## config.mk

```make
export PLATFORM = sky130hd
export DESIGN_NAME = ps_cfg_host
export DESIGN_NICKNAME = d
export VERILOG_FILES = /design/src/rtl/cfg_host_pkg.sv /design/src/rtl/cfg_sync.sv /design/src/rtl/cfg_divider.sv /design/src/rtl/cfg_serializer.sv /design/src/rtl/cfg_seq.sv /design/src/rtl/ps_cfg_host.sv
export SDC_FILE = /design/constraint.sdc
export NUM_CORES = 1
export LEC_CHECK = 0
export ABC_CLOCK_PERIOD_IN_PS = 6300
export BUFFER_PORTS_ARGS = -buffer_cell sky130_fd_sc_hd__buf_2
export CORE_MARGIN = 4
export CORE_UTILIZATION = 50
export CTS_BUF_LIST = sky130_fd_sc_hd__clkbuf_2
export DETAILED_ROUTE_END_ITERATION = 7
export PLACE_DENSITY = 0.71
export SYNTH_ARGS = -nofsm -noshare
export SYNTH_HDL_FRONTEND = slang
export SYNTH_HIERARCHICAL = 1
export SYNTH_SLANG_ARGS = --single-unit
```

## constraint.sdc

```tcl
create_clock -name clk -period 6.3 [get_ports clk]
set_input_delay 1.89 -clock clk [delete_from_list [all_inputs] [get_ports clk]]
set_output_delay 1.89 -clock clk [all_outputs]
set_load 0.05 [all_outputs]
```

## src/rtl/cfg_host_pkg.sv

```systemverilog
package cfg_host_pkg;

  typedef enum logic [2:0] {
    ST_IDLE,
    ST_HOLD,
    ST_WAITST,
    ST_SHIFT,
    ST_WAITDN,
    ST_FLUSH,
    ST_WAITIN
  } cfg_state_e;

endpackage

```

## src/rtl/cfg_sync.sv

```systemverilog
module cfg_sync #(
  parameter int W      = 3,
  parameter int STAGES = 2
) (
  input  logic         clk,
  input  logic         rst_n,
  input  logic [W-1:0] d,
  output logic [W-1:0] q
);

  logic [W-1:0] stage [STAGES];

  for (genvar g = 0; g < STAGES; g++) begin : g_stage
    if (g == 0) begin : g_first
      always_ff @(posedge clk or negedge rst_n) begin
        if (!rst_n) stage[g] <= '0;
        else        stage[g] <= d;
      end
    end else begin : g_next
      always_ff @(posedge clk or negedge rst_n) begin
        if (!rst_n) stage[g] <= '0;
        else        stage[g] <= stage[g-1];
      end
    end
  end

  assign q = stage[STAGES-1];

endmodule

```

## src/rtl/cfg_divider.sv

```systemverilog
module cfg_divider #(
  parameter int DIV_W = 8
) (
  input  logic             clk,
  input  logic             rst_n,
  input  logic             run,
  input  logic [DIV_W-1:0] half,
  output logic             tick
);

  logic [DIV_W-1:0] cnt;
  logic [DIV_W-1:0] half_last;

  assign half_last = (half == '0) ? '0 : half - 1'b1;
  assign tick      = run && (cnt == half_last);

  always_ff @(posedge clk or negedge rst_n) begin
    if (!rst_n)             cnt <= '0;
    else if (!run || tick)  cnt <= '0;
    else                    cnt <= cnt + 1'b1;
  end

  a_r5_count_in_range: assert property (@(posedge clk) disable iff (!rst_n)
    (run && $past(run) && !$past(tick) && $stable(half)) |-> (cnt != '0));

endmodule

```

## src/rtl/cfg_serializer.sv

```systemverilog
module cfg_serializer #(
  parameter int BYTE_W = 8
) (
  input  logic              clk,
  input  logic              rst_n,
  input  logic              tick,
  input  logic              shift_en,
  input  logic              toggle_en,
  input  logic [BYTE_W-1:0] s_data,
  input  logic              s_valid,
  output logic              s_ready,
  output logic              dclk,
  output logic              dout,
  output logic              rise,
  output logic              byte_done
);

  localparam int LW = $clog2(BYTE_W + 1);

  logic [BYTE_W-1:0] sh;
  logic [LW-1:0]     left;
  logic              adv;
  logic              have;
  logic              take;
  logic              fall;
  logic              step;

  assign have      = (left != '0);
  assign s_ready   = shift_en && !have && !dclk;
  assign take      = s_valid && s_ready;
  assign rise      = tick && !dclk && ((shift_en && have && !adv) || toggle_en);
  assign fall      = tick && dclk;
  assign step      = shift_en && !dclk && adv;
  assign byte_done = step && (left == LW'(1));

  always_ff @(posedge clk or negedge rst_n) begin
    if (!rst_n) begin
      dclk <= 1'b0;
      dout <= 1'b0;
      sh   <= '0;
      left <= '0;
      adv  <= 1'b0;
    end else begin
      if (rise)      dclk <= 1'b1;
      else if (fall) dclk <= 1'b0;

      if (!shift_en) begin
        left <= '0;
        adv  <= 1'b0;
        if (!toggle_en && !dclk) dout <= 1'b0;
      end else if (take) begin
        sh   <= s_data;
        dout <= s_data[0];
        left <= LW'(BYTE_W);
        adv  <= 1'b0;
      end else if (step) begin
        sh   <= {1'b0, sh[BYTE_W-1:1]};
        dout <= sh[1];
        left <= left - 1'b1;
        adv  <= 1'b0;
      end else if (rise && have) begin
        adv  <= 1'b1;
      end
    end
  end

  a_r4_data_moves_low: assert property (@(posedge clk) disable iff (!rst_n)
    (dout != $past(dout)) |-> (!$past(dclk) && !dclk));

  a_r10_clock_stays_parked: assert property (@(posedge clk) disable iff (!rst_n)
    (!shift_en && !toggle_en && !dclk) |=> !dclk);

endmodule

```

## src/rtl/cfg_seq.sv

```systemverilog
module cfg_seq
  import cfg_host_pkg::*;
#(
  parameter int HOLD_W    = 8,
  parameter int TO_W      = 16,
  parameter int EXT_W     = 4,
  parameter bit WAIT_INIT = 1'b1
) (
  input  logic              clk,
  input  logic              rst_n,
  input  logic              start,
  input  logic [HOLD_W-1:0] hold_cycles,
  input  logic [TO_W-1:0]   timeout,
  input  logic [EXT_W-1:0]  extra,
  input  logic              status_s,
  input  logic              done_s,
  input  logic              init_s,
  input  logic              take_last,
  input  logic              byte_done,
  input  logic              rise,
  output logic              tgt_rst_n,
  output logic              shift_en,
  output logic              toggle_en,
  output logic              busy,
  output logic              done,
  output logic              error
);

  localparam int CW1 = (HOLD_W > TO_W) ? HOLD_W : TO_W;
  localparam int CW  = (CW1 > EXT_W) ? CW1 : EXT_W;

  cfg_state_e    state;
  logic [CW-1:0] cnt;
  logic [CW-1:0] hold_x;
  logic [CW-1:0] hold_end;
  logic [CW-1:0] to_x;
  logic [CW-1:0] ext_x;
  logic          seen_low;
  logic          last_seen;

  assign hold_x   = CW'(hold_cycles);
  assign hold_end = (hold_x == '0) ? '0 : hold_x - 1'b1;
  assign to_x     = CW'(timeout);
  assign ext_x    = CW'(extra);

  assign busy      = (state != ST_IDLE);
  assign shift_en  = (state == ST_SHIFT);
  assign toggle_en = (state == ST_WAITDN) || ((state == ST_FLUSH) && (cnt != ext_x));

  always_ff @(posedge clk or negedge rst_n) begin
    if (!rst_n) begin
      state     <= ST_IDLE;
      cnt       <= '0;
      tgt_rst_n <= 1'b0;
      done      <= 1'b0;
      error     <= 1'b0;
      seen_low  <= 1'b0;
      last_seen <= 1'b0;
    end else begin
      unique case (state)
        ST_IDLE: if (start) begin
          state     <= ST_HOLD;
          cnt       <= '0;
          tgt_rst_n <= 1'b0;
          done      <= 1'b0;
          error     <= 1'b0;
        end
        ST_HOLD: if (cnt == hold_end) begin
          tgt_rst_n <= 1'b1;
          state     <= ST_WAITST;
          cnt       <= '0;
          seen_low  <= 1'b0;
        end else begin
          cnt <= cnt + 1'b1;
        end
        ST_WAITST: begin
          if (!status_s) seen_low <= 1'b1;
          if (status_s && seen_low) begin
            state     <= ST_SHIFT;
            last_seen <= 1'b0;
          end else if (cnt == to_x) begin
            state     <= ST_IDLE;
            error     <= 1'b1;
            tgt_rst_n <= 1'b0;
          end else begin
            cnt <= cnt + 1'b1;
          end
        end
        ST_SHIFT: begin
          if (take_last) last_seen <= 1'b1;
          if (!status_s) begin
            state     <= ST_IDLE;
            error     <= 1'b1;
            tgt_rst_n <= 1'b0;
          end else if (byte_done && last_seen) begin
            state <= ST_WAITDN;
            cnt   <= '0;
          end
        end
        ST_WAITDN: if (done_s) begin
          state <= ST_FLUSH;
          cnt   <= '0;
        end else if (cnt == to_x) begin
          state     <= ST_IDLE;
          error     <= 1'b1;
          tgt_rst_n <= 1'b0;
        end else begin
          cnt <= cnt + 1'b1;
        end
        ST_FLUSH: if (cnt == ext_x) begin
          cnt <= '0;
          if (WAIT_INIT) begin
            state <= ST_WAITIN;
          end else begin
            state <= ST_IDLE;
            done  <= 1'b1;
          end
        end else if (rise) begin
          cnt <= cnt + 1'b1;
        end
        ST_WAITIN: if (init_s) begin
          state <= ST_IDLE;
          done  <= 1'b1;
        end else if (cnt == to_x) begin
          state     <= ST_IDLE;
          error     <= 1'b1;
          tgt_rst_n <= 1'b0;
        end else begin
          cnt <= cnt + 1'b1;
        end
        default: state <= ST_IDLE;
      endcase
    end
  end

  a_r3_clock_only_loading: assert property (@(posedge clk) disable iff (!rst_n)
    rise |-> (state inside {ST_SHIFT, ST_WAITDN, ST_FLUSH}));

  a_r8_error_pulls_reset: assert property (@(posedge clk) disable iff (!rst_n)
    $rose(error) |-> !tgt_rst_n);

  a_r7_done_after_handshake: assert property (@(posedge clk) disable iff (!rst_n)
    $rose(done) |-> (tgt_rst_n && ($past(init_s) || !WAIT_INIT)));

  a_r11_flags_exclusive: assert property (@(posedge clk) disable iff (!rst_n)
    !(done && error));

  a_r11_flags_only_idle: assert property (@(posedge clk) disable iff (!rst_n)
    (done || error) |-> !busy);

endmodule

```

## src/rtl/ps_cfg_host.sv

```systemverilog
module ps_cfg_host #(
  parameter int BYTE_W      = 8,
  parameter int DIV_W       = 8,
  parameter int HOLD_W      = 8,
  parameter int TO_W        = 16,
  parameter int EXT_W       = 4,
  parameter int SYNC_STAGES = 2,
  parameter bit WAIT_INIT   = 1'b1
) (
  input  logic              clk,
  input  logic              rst_n,
  input  logic              start,
  input  logic [DIV_W-1:0]  clk_div,
  input  logic [HOLD_W-1:0] hold_cycles,
  input  logic [TO_W-1:0]   timeout,
  input  logic [EXT_W-1:0]  extra_clks,
  input  logic [BYTE_W-1:0] s_data,
  input  logic              s_valid,
  input  logic              s_last,
  output logic              s_ready,
  output logic              tgt_rst_n,
  input  logic              tgt_status,
  input  logic              tgt_done,
  input  logic              tgt_init,
  output logic              cfg_clk,
  output logic              cfg_data,
  output logic              busy,
  output logic              done,
  output logic              error
);

  logic [2:0] sync_q;
  logic       status_s;
  logic       done_s;
  logic       init_s;
  logic       shift_en;
  logic       toggle_en;
  logic       tick;
  logic       rise;
  logic       byte_done;
  logic       take_last;

  cfg_sync #(.W(3), .STAGES(SYNC_STAGES)) u_sync (
    .clk   (clk),
    .rst_n (rst_n),
    .d     ({tgt_init, tgt_done, tgt_status}),
    .q     (sync_q)
  );

  assign status_s  = sync_q[0];
  assign done_s    = sync_q[1];
  assign init_s    = sync_q[2];
  assign take_last = s_valid && s_ready && s_last;

  cfg_divider #(.DIV_W(DIV_W)) u_div (
    .clk   (clk),
    .rst_n (rst_n),
    .run   (shift_en || toggle_en || cfg_clk),
    .half  (clk_div),
    .tick  (tick)
  );

  cfg_serializer #(.BYTE_W(BYTE_W)) u_ser (
    .clk       (clk),
    .rst_n     (rst_n),
    .tick      (tick),
    .shift_en  (shift_en),
    .toggle_en (toggle_en),
    .s_data    (s_data),
    .s_valid   (s_valid),
    .s_ready   (s_ready),
    .dclk      (cfg_clk),
    .dout      (cfg_data),
    .rise      (rise),
    .byte_done (byte_done)
  );

  cfg_seq #(
    .HOLD_W    (HOLD_W),
    .TO_W      (TO_W),
    .EXT_W     (EXT_W),
    .WAIT_INIT (WAIT_INIT)
  ) u_seq (
    .clk         (clk),
    .rst_n       (rst_n),
    .start       (start),
    .hold_cycles (hold_cycles),
    .timeout     (timeout),
    .extra       (extra_clks),
    .status_s    (status_s),
    .done_s      (done_s),
    .init_s      (init_s),
    .take_last   (take_last),
    .byte_done   (byte_done),
    .rise        (rise),
    .tgt_rst_n   (tgt_rst_n),
    .shift_en    (shift_en),
    .toggle_en   (toggle_en),
    .busy        (busy),
    .done        (done),
    .error       (error)
  );

  a_r6_take_after_release: assert property (@(posedge clk) disable iff (!rst_n)
    (s_valid && s_ready) |-> (tgt_rst_n && status_s));

endmodule

```

# Word level (Yosys, flattened, before mapping)
# Cells that the tools add are included.
# totals
regBits,53
output_inout_bits,7
word_cells,160
# op_classes
n_addsub,5
eq_ne,29
n_mux,60
n_reduce_logical,51
# op_table
op,count
$mux W16,11
$pmux W16 S7,1
$eq A16 B16 Y1,2
$mux W8,4
$mux W3,9
$mux W1,26
$pmux W3 S7,1
$logic_and A1 B1 Y1,18
$add A16 B1 Y16 const B,1
$eq A16 B4 Y1,1
$logic_not A16 Y1,1
$ne A16 B4 Y1,1
$ne A2 B2 Y1 const B,8
$reduce_and A7 Y1,2
$mux W4,3
$reduce_bool A2 Y1,6
$ne A2 B1 Y1 const B,5
$eq A3 B3 Y1 const B,3
$reduce_and A3 Y1,3
$sub A8 B1 Y9 const B,1
$add A8 B1 Y8 const B,1
$eq A8 B8 Y1,1
$logic_not A8 Y1,1
$sub A8 B1 Y8 const B,1
other kinds (22),34

# Longest topological paths before layout
# Gate-level depths: netlist of run 1.
# depth
word_depth,13
depth_mapped,18

# Cells and area by module
# The synthesis of run 1 kept the hierarchy.
# modules_own_cells
mod,n_inst,cells_per_inst,area_per_inst_um2,seq_area_each_um2
cfg_seq,1,306,2351.0,600.6
cfg_divider,1,98,815.8,200.2
cfg_serializer,1,78,782.0,350.3
cfg_sync,1,9,172.7,150.1
ps_cfg_host,1,2,12.5,0.0

# Worst setup path before layout of run 1
# OpenSTA, ideal clock, no wires.
# synth_path
path_type,input -> register
start,input clk_div[3]
end,register u_seq.cnt[10]
arrival_time_ns,4.924
required_time_ns,6.222
path_slack_ns,1.299
path_stages,16
path_buffers,3
cell_sequence,buf_2 or4_4 nor3_1 mux2i_1 nand4b_2 a2111oi_4 and2_1 nand2b_1 nor2_1 o2111a_1 and2_1 buf_2 buf_2 nand3_1 o21ai_0 o2bb2ai_1
# synth_via
elab_chain_cells,8
# synth_lines
item,line_no,rtl
start: declaration,ps_cfg_host.sv:13,"input logic [DIV_W-1:0] clk_div,"
$sub A8 B1 Y8 / $logic_not A8 Y1 (equally long branches),cfg_divider.sv:14,assign half_last = (half == '0) ? '0 : half - 1'b1;
$mux W8 *,cfg_divider.sv:14,
$eq A8 B8 Y1 *,cfg_divider.sv:15,assign tick = run && (cnt == half_last);
$logic_and A1 B1 Y1 *,cfg_divider.sv:15,
via tick,ps_cfg_host.sv:38,logic tick;
$logic_and A1 B1 Y1 * (2 in series),cfg_serializer.sv:31,assign rise = tick && !dclk && ((shift_en && have && !adv) || toggle_en);
via rise,ps_cfg_host.sv:39,logic rise;
$ne A3 B3 Y1 (no source line) *,--,
$reduce_and A7 Y1 (no source line) *,--,
end signal: assignment,cfg_seq.sv:74,cnt <= cnt + 1'b1;
end signal: assignment,cfg_seq.sv:86,cnt <= cnt + 1'b1;
end signal: assignment,cfg_seq.sv:108,cnt <= cnt + 1'b1;
end: declaration,cfg_seq.sv:33,logic [CW-1:0] cnt;
# The timed path passes the listed nets; every way through them passes the cells marked *.
# A chain may end at the register's enable or synchronous reset.

# Worst setup path in the final report of run 1
# layout_path
start,input clk_div[1]
end,register u_seq.cnt[9]
# Same word-level chain as after synthesis.

==> results.md, run 1 <==
- Global-route wire length before repair: 16300 um
- Starting Density: 0.524
- Flop and latch count out of synthesis: 52
- Vias in the first global route: 3637
- Max cap viols: 0
- Layout overhead on the synthesized area: 7.35%
- Final Core Density: 0.563
- HP Class: reg2reg
- DRC viols: 0
- Fin crit period: 5070 ps
- PnR Total Power: 1.20 mW
- Vias: 3826
- Routed WL: 9710 um
- EDFF count, synth: 0
- Placed Cells: 620
- Leakage: 1.80 nW
- Hold Path Cell Cnt: 0
- Clk Latency, worst-skew pair: 430 ps
- Crit Path Class: in2reg
- Crit path capture type: register
- Crit path DAT: 5460 ps
- Final Cell Area: about 0.0044 sq mm
- Antenna Cells: 0
- Worst hold path startpoint: u_sync/stage[3]$_DFF_PN0_
- RSZ-0062 raised after global routing: no
- CTS Buf Count: 5
- Crit Reg-Reg Startpoint: u_seq/state[1]$_DFFE_PN0P_
- CTS resizes: 0
- Mapped cell area: 0.00413 sq mm
- Fmax: 197 MHz
- Hpwl dp: 7250 um
- Vias per inst: about 6.1
- Critical path required time: 6690 ps
- CP Launch Type: primary input
- H-tree depth: 2
- Clock transition at the registers of the reported paths: 240 ps
- Register Area: around 0.0013 sq mm
- I/O Pins: 59
- Total GRT Usage: 0.197
- PwrDens: 272 mW/mm^2
- Setup TNS: 0 ps
- Fraction of layout instances using a drive strength above 1: 0.170
- Final setup fails: 0
- DRT Pass-1 Iters: 5
- Full die area: 0.00979 sq mm
- Routed wire per std cell: between 15 and 20 um
- Relative slew slack: 0.227
- Die height: 98.9 um
- Deepest clock path buffer count: 2
- Core footprint: between 0.007 and 0.008 sq mm
- Actual slew at the worst max-slew pin: 1150 ps
- Ys flop type: dfrtp_1
- Crit-path max FO: 16
- CTS Sinks: 52
- Post-route ant nets: 0
- Hold_buf cts: 0
- Die Wd: between 90 and 100 um
- Clock Tree Root: clkbuf_2
- Clock Skews: 6.45 ps
- Non-Filler Instances: 627
- Final Max Tran Viols: 0
- Final Hold Fails: 0
- Worst VDD drop: 0.272 mV
- Antenna violations before repair: 0
- Mapped Cells: 493
- Worst setup path startpoint: clk_div[1]
- Status: finished, final reports clean
- DRT iter0 DRCs: 235
- Cells on worst reg2reg path: 11
- Warnings, synthesis: 6
- Net count, final: 585
- Area after DPL: 0.00440 sq mm
- Seq/Total Area, Yosys: 0.315
- Row Count: 32
- Port bufs: 58
- Mapped Nets: 553
- Post-CTS setup buffer count: 0
- Fill count: around 750
- Asr flop ratio synth: 1.00
- Total global routing overflow: 0
- Fin crit share: 0.805
- TritonCTS clock tree: done
- Largest net degree at the start of global routing: 53
- Area occupied by multi-input gates: approximately 0.0026 sq mm
- Syn avg cell area: approximately 8.4 sq um
- Gpl congestion: 0.862
- Yosys cell types: 69
## placed cells by master (no fill, tap or decap), types with 5 or more instances in the layout
master     count
nor2_1        29
nand4_1        7
ha_1           8
o2bb2ai_1     10
nor3_1        17
nor3b_1        8
o21ai_0       23
a31oi_1       13
dfrtp_1       52
and3_1        11
xnor2_1       34
xor2_1         9
nand2_1       43
mux2i_1        9
a21oi_1       21
buf_2         58
clkbuf_2       5
nand3_1       25
nor4_1        12
nand2b_1       9
o211ai_1      13
nor2b_1        6
inv_1         17
o21ai_1        8
## synth_stat cells (all sizes together) (3+ instances only)
master / n / share of area
nor3: 17 / 0.021
and2: 4 / 0.0061
clkbuf: 23 / 0.021
nand2: 43 / 0.039
a31oi: 13 / 0.020
buf: 14 / 0.023
inv: 17 / 0.015
o21ai: 32 / 0.040
nand3b: 4 / 0.0073
o211ai: 15 / 0.032
o21a: 3 / 0.0054
or3: 6 / 0.011
a2111oi: 3 / 0.015
a41oi: 3 / 0.0064
nor4: 13 / 0.021
nand3: 26 / 0.033
dfrtp: 52 / 0.31
mux2i: 9 / 0.022
nor3b: 8 / 0.015
and3: 11 / 0.017
nor2b: 6 / 0.0091
o2bb2ai: 10 / 0.021
or2: 3 / 0.0045
nor2: 31 / 0.032
o31ai: 3 / 0.0054
xor2: 9 / 0.019
nor4b: 3 / 0.0064
a21oi: 21 / 0.025
a211o: 3 / 0.0064
a21boi: 3 / 0.0054
nand2b: 9 / 0.014
ha: 8 / 0.024
nand4: 7 / 0.011
xnor2: 34 / 0.072
## final timing paths
path | end | slack [ps]
max in group asynchronous | u_seq/cnt[6]$_DFFE_PN0P_ | 4370
max | u_seq/cnt[9]$_DFFE_PN0P_ | 1230
min in group asynchronous | u_ser/sh[7]$_DFFE_PN0P_ | 1520
max reg2reg | u_seq/cnt[9]$_DFFE_PN0P_ | 2040
min | u_sync/q[0]$_DFF_PN0_ | 380
min reg2reg | u_sync/q[0]$_DFF_PN0_ | 380
## kinds of logic after synthesis
logic type / count (synthesis) / synth area share
and+or+nand+nor: 202 / 0.271
muxes: 9 / 0.0218
buffers and inverters: 54 / 0.0593
adders and majority gates: 8 / 0.0242
xor gates and xnor gates: 43 / 0.0911
DFF: 52 / 0.315
AOI/OAI and AO/OA: 125 / 0.218
## stage by stage
step	hold slack, ps	setup slack, ps
after global routing	402	847
after floorplan	331	1300
after global placement	333	925
after CTS	386	1270
after detailed placement	335	768
final	381	1230
## state kept, by name (all words and copies together) (netlist names), 3 cells and up
register / cells
u_ser/sh: 7
u_div/cnt: 8
u_sync/q: 3
u_seq/state: 3
u_ser/left: 4
u_sync/stage: 3
u_seq/cnt: 16
## critical path: stages
cell and delay (ps):
buf_2 120, inv_1 80, ha_1 330, nor3b_1 360
nand2_1 160, a311o_2 380, a2111oi_4 330, buf_4 200
and2_1 160, nand2b_1 80, nor2_1 80, o2111a_1 220
and2_1 510, o211ai_1 210, o21ai_0 210, o2bb2ai_1 130
## final cells by class
type,instances,area share
well taps,102,0.0288
multi-input cells,387,0.583
flip-flops and latches,52,0.293
repair buffers,62,0.0722
clock inverters,2,0.00282
clock buffers,5,0.00564
inverters,17,0.0144
## per-layer routing
metal | track usage | vias up | wire length [um]
met5 | 0 | - | 0
met1 | 0.276 | 1811 | 4500
met2 | 0.317 | 124 | 4470
li1 | - | 1876 | -
met4 | 0.0609 | 0 | 114
met3 | 0.0283 | 15 | 622
## where the power goes
part / switching (mW) / internal (mW) / total, mW
clock: 0.102 / 0.0244 / 0.127
sequential: 0.0802 / 0.385 / 0.466
combinational: 0.391 / 0.222 / 0.613
total: 0.574 / 0.631 / 1.20
Power figures use the tool's default switching activity.
==> run 2, diff against run 1 <==
--- a/config.mk
+++ b/config.mk
@@ -5,7 +5,8 @@
 export SDC_FILE = /design/constraint.sdc
 export NUM_CORES = 1
 export LEC_CHECK = 0
-export ABC_CLOCK_PERIOD_IN_PS = 6300
+export ABC_AREA = 1
+export ABC_CLOCK_PERIOD_IN_PS = 4800
 export BUFFER_PORTS_ARGS = -buffer_cell sky130_fd_sc_hd__buf_2
 export CORE_MARGIN = 4
 export CORE_UTILIZATION = 50
==> constraint.sdc (replaced) <==
create_clock -name clk -period 4.8 [get_ports clk]
set_input_delay 1.44 -clock clk [delete_from_list [all_inputs] [get_ports clk]]
set_output_delay 1.44 -clock clk [all_outputs]
set_load 0.05 [all_outputs]
==> results.md, run 2 <==
- Final Core Density: 0.552
- Area after DPL: 0.00474 sq mm
- Critical path required time: about 3400 ps
- Global-route wire length before repair: around 17000 um
- Gpl congestion: 0.976
- Vias per inst: 5.19
- Row Count: 34
- Commonest non-fill, non-tap cell in the layout: nand2_1
- CP cell instances: inv_2 -> nand3_1 -> inv_1 -> nand2_1 -> nor2_2 -> buf_2
- Mux contribution to synthesized area: 0
- Total global routing overflow: 0
- Clock transition at the registers of the reported paths: 250 ps
- Seq/Total Area, Yosys: 0.293
- Vias: 4352
- Most common cell in the synthesized netlist: nand2_1
- Fill count: 892
- Slowest CP cell: dfrtp_1
- Total GRT Usage: 0.201
- M1 GR Usage: 0.271
- Ys flop type: dfrtp_1
- I/O Pins: 59
- Clock Skews: 38.0 ps
- Crit path capture type: output port
- Final Cell Area: 0.00479 sq mm
- Largest net degree at the start of global routing: 29
- Peak per-stage delay on the critical path: roughly 520 ps
- Full die area: 0.0105 sq mm
- Net count, final: 790
- Share of the synthesized area in the top cell type: 0.293
- Post-CTS setup buffer count: 0
- Clock Tree Root: clkbuf_2
- Mapped Cells: 686
- Non-Filler Instances: 839
- Port bufs: 58
- Largest register FFs: 16
- CP bufs+invs: 3
- Syn avg cell area: 6.48 sq um
- Fraction of layout instances using a drive strength above 1: 0.186
- Die Wd: 102 um
- Die height: 102 um
- DRT iter0 DRCs: 279
- CTS Sinks: 52
- CP Launch Type: register
- HP Class: reg2reg
- Starting Density: 0.513
- Post-Synth Simple-Gate Area: 0.448
- Final Max Tran Viols: 0
- TritonCTS clock tree: done
- Mapped Nets: 746
- Deepest clock path buffer count: 2
- PwrDens: around 360 mW/mm^2
- Core footprint: 0.00868 sq mm
- Flop and latch count out of synthesis: 52
- Crit Reg-Reg Startpoint: u_seq/cnt[10]$_DFFE_PN0P_
- DRC viols: 0
- Met3 track demand over resource: 0.0273
- Synth Area in XOR/XNOR: 0.0551
- Worst hold path startpoint: u_sync/stage[4]$_DFF_PN0_
- Grt peak-use layer: met2
- CTS Buf Count: 5
- Hold_buf cts: 0
- Yosys cell types: 39
- Biggest regs: u_seq/cnt (16), u_div/cnt (8), u_ser/sh (7)
- Setup TNS: 0 ps
- Fin crit period: 3770 ps
- Top cells by count, synth: 193 x nand2_1, 91 x inv_1, 67 x nand3_1, 67 x nor2_1, 52 x dfrtp_1
- Status: finished, final reports clean
- Leakage: approximately 2.6 nW
- Synth Area in Adders: 0.0225
- Hpwl dp: approximately 8000 um
- Clk Latency, worst-skew pair: about 470 ps
- Register Area: 0.00130 sq mm
- Crit path DAT: approximately 2300 ps
- DRT Pass-1 Iters: 5
- Area occupied by multi-input gates: roughly 0.0026 sq mm
- Warnings, synthesis: 6
- CP delay by family, top: buffers and inverters
- Largest reg by FF count: u_seq/cnt
- Final setup fails: 0
- Crit Path Class: reg2out
- Antenna Cells: 0
- Routed wire per std cell: about 12 um
- Top cells by area, synth: dfrtp_1 29%, nand2_1 16%, inv_1 7.7%, nand3_1 7.5%, nor2_1 5.7%
- Synth Area in Compound Gates: 0.0619
- Worst VDD drop: 0.327 mV
- H-tree depth: 2
- Asr flop ratio synth: 1.00
- EDFF count, synth: 0
- Vias in the first global route: 3966
- Most frequent cells in the layout: 193 x nand2_1, 91 x inv_1, 67 x nor2_1, 67 x nand3_1, 58 x buf_2
- Crit-path max FO: 10
- Max cap viols: 0
- CTS resizes: 0
- Routed WL: 10200 um
- Relative slew slack: 0.600
- Post-route ant nets: 0
- Synth area leader: dfrtp_1
- Antenna violations before repair: 0
- Combinational family with the most area after synthesis: simple AND/OR/NAND/NOR gates
- Placed Cells: 831
- Mapped cell area: 0.00445 sq mm
- Final Hold Fails: 0
- Fin crit share: 0.786
- Worst setup path startpoint: u_seq/state[2]$_DFFE_PN0P_
- Layout overhead on the synthesized area: 7.71%
- Fmax: 265 MHz
- RSZ-0062 raised after global routing: no
- Met2 Use GR: 0.340
- Actual slew at the worst max-slew pin: 600 ps
-- run 2: changes by cell type in the layout (fill, tap and decap cells not counted), sizes merged, moves of 14 or more --
cell,before,now
nand2,43,209
inv,17,105
nor2,31,97
xnor2,34,4
o211ai,15,1
nand4,7,25
xor2,9,24
nand3,26,71
-- run 2: report_power, final --
part,switching [mW],leakage (nW),internal [mW]
combinational,0.621,1.93,0.295
clock,0.151,0.0333,0.0386
sequential,0.0980,0.665,0.534
-- run 2: cell type report --
type / instances / share of cell area
Multi-Input combinational cell: 507 / 0.546
Sequential cell: 52 / 0.272
Inverter: 105 / 0.0823
Timing Repair Buffer: 59 / 0.0622
Tap cell: 108 / 0.0282
Clock buffer: 5 / 0.00522
Clock inverter: 3 / 0.00470
-- run 2: path summary, 6_finish.rpt --
kind	slack, ps	to	depth (start not counted)
worst max-delay path	1030	s_ready	6
worst min-delay path	380	u_sync/q[1]$_DFF_PN0_	0
worst max register to register	1660	u_seq/cnt[14]$_DFFE_PN0P_	21
worst min register to register	380	u_sync/q[1]$_DFF_PN0_	0
max in group asynchronous	3080	u_sync/q[2]$_DFF_PN0_	2
min in group asynchronous	890	u_seq/cnt[4]$_DFFE_PN0P_	1
-- run 2: per-layer routing --
layer  part of all wire  vias up
li1                   -     2244
met1               0.46     1972
met2               0.46      118
met3              0.059       18
met4              0.017        0
met5                  0        -
-- run 2: per-stage QoR --
step | setup WS [ps] | total power, mW | hold WS, ps
detailed placement | 786 | 1.55 | 335
floorplan | 1220 | 1.36 | 331
CTS | 1000 | 1.75 | 387
global placement | 911 | 1.53 | 332
global route | 808 | 1.90 | 409
finish | 1030 | 1.74 | 384
-- run 2: logic make-up after synthesis --
logic type | after synthesis
AO/OA/AOI/OAI | 50
XOR/XNOR | 28
adder cells (fa/ha/maj) | 8
buffers and inverters | 127
flip-flops | 52
AND/OR/NAND/NOR | 421
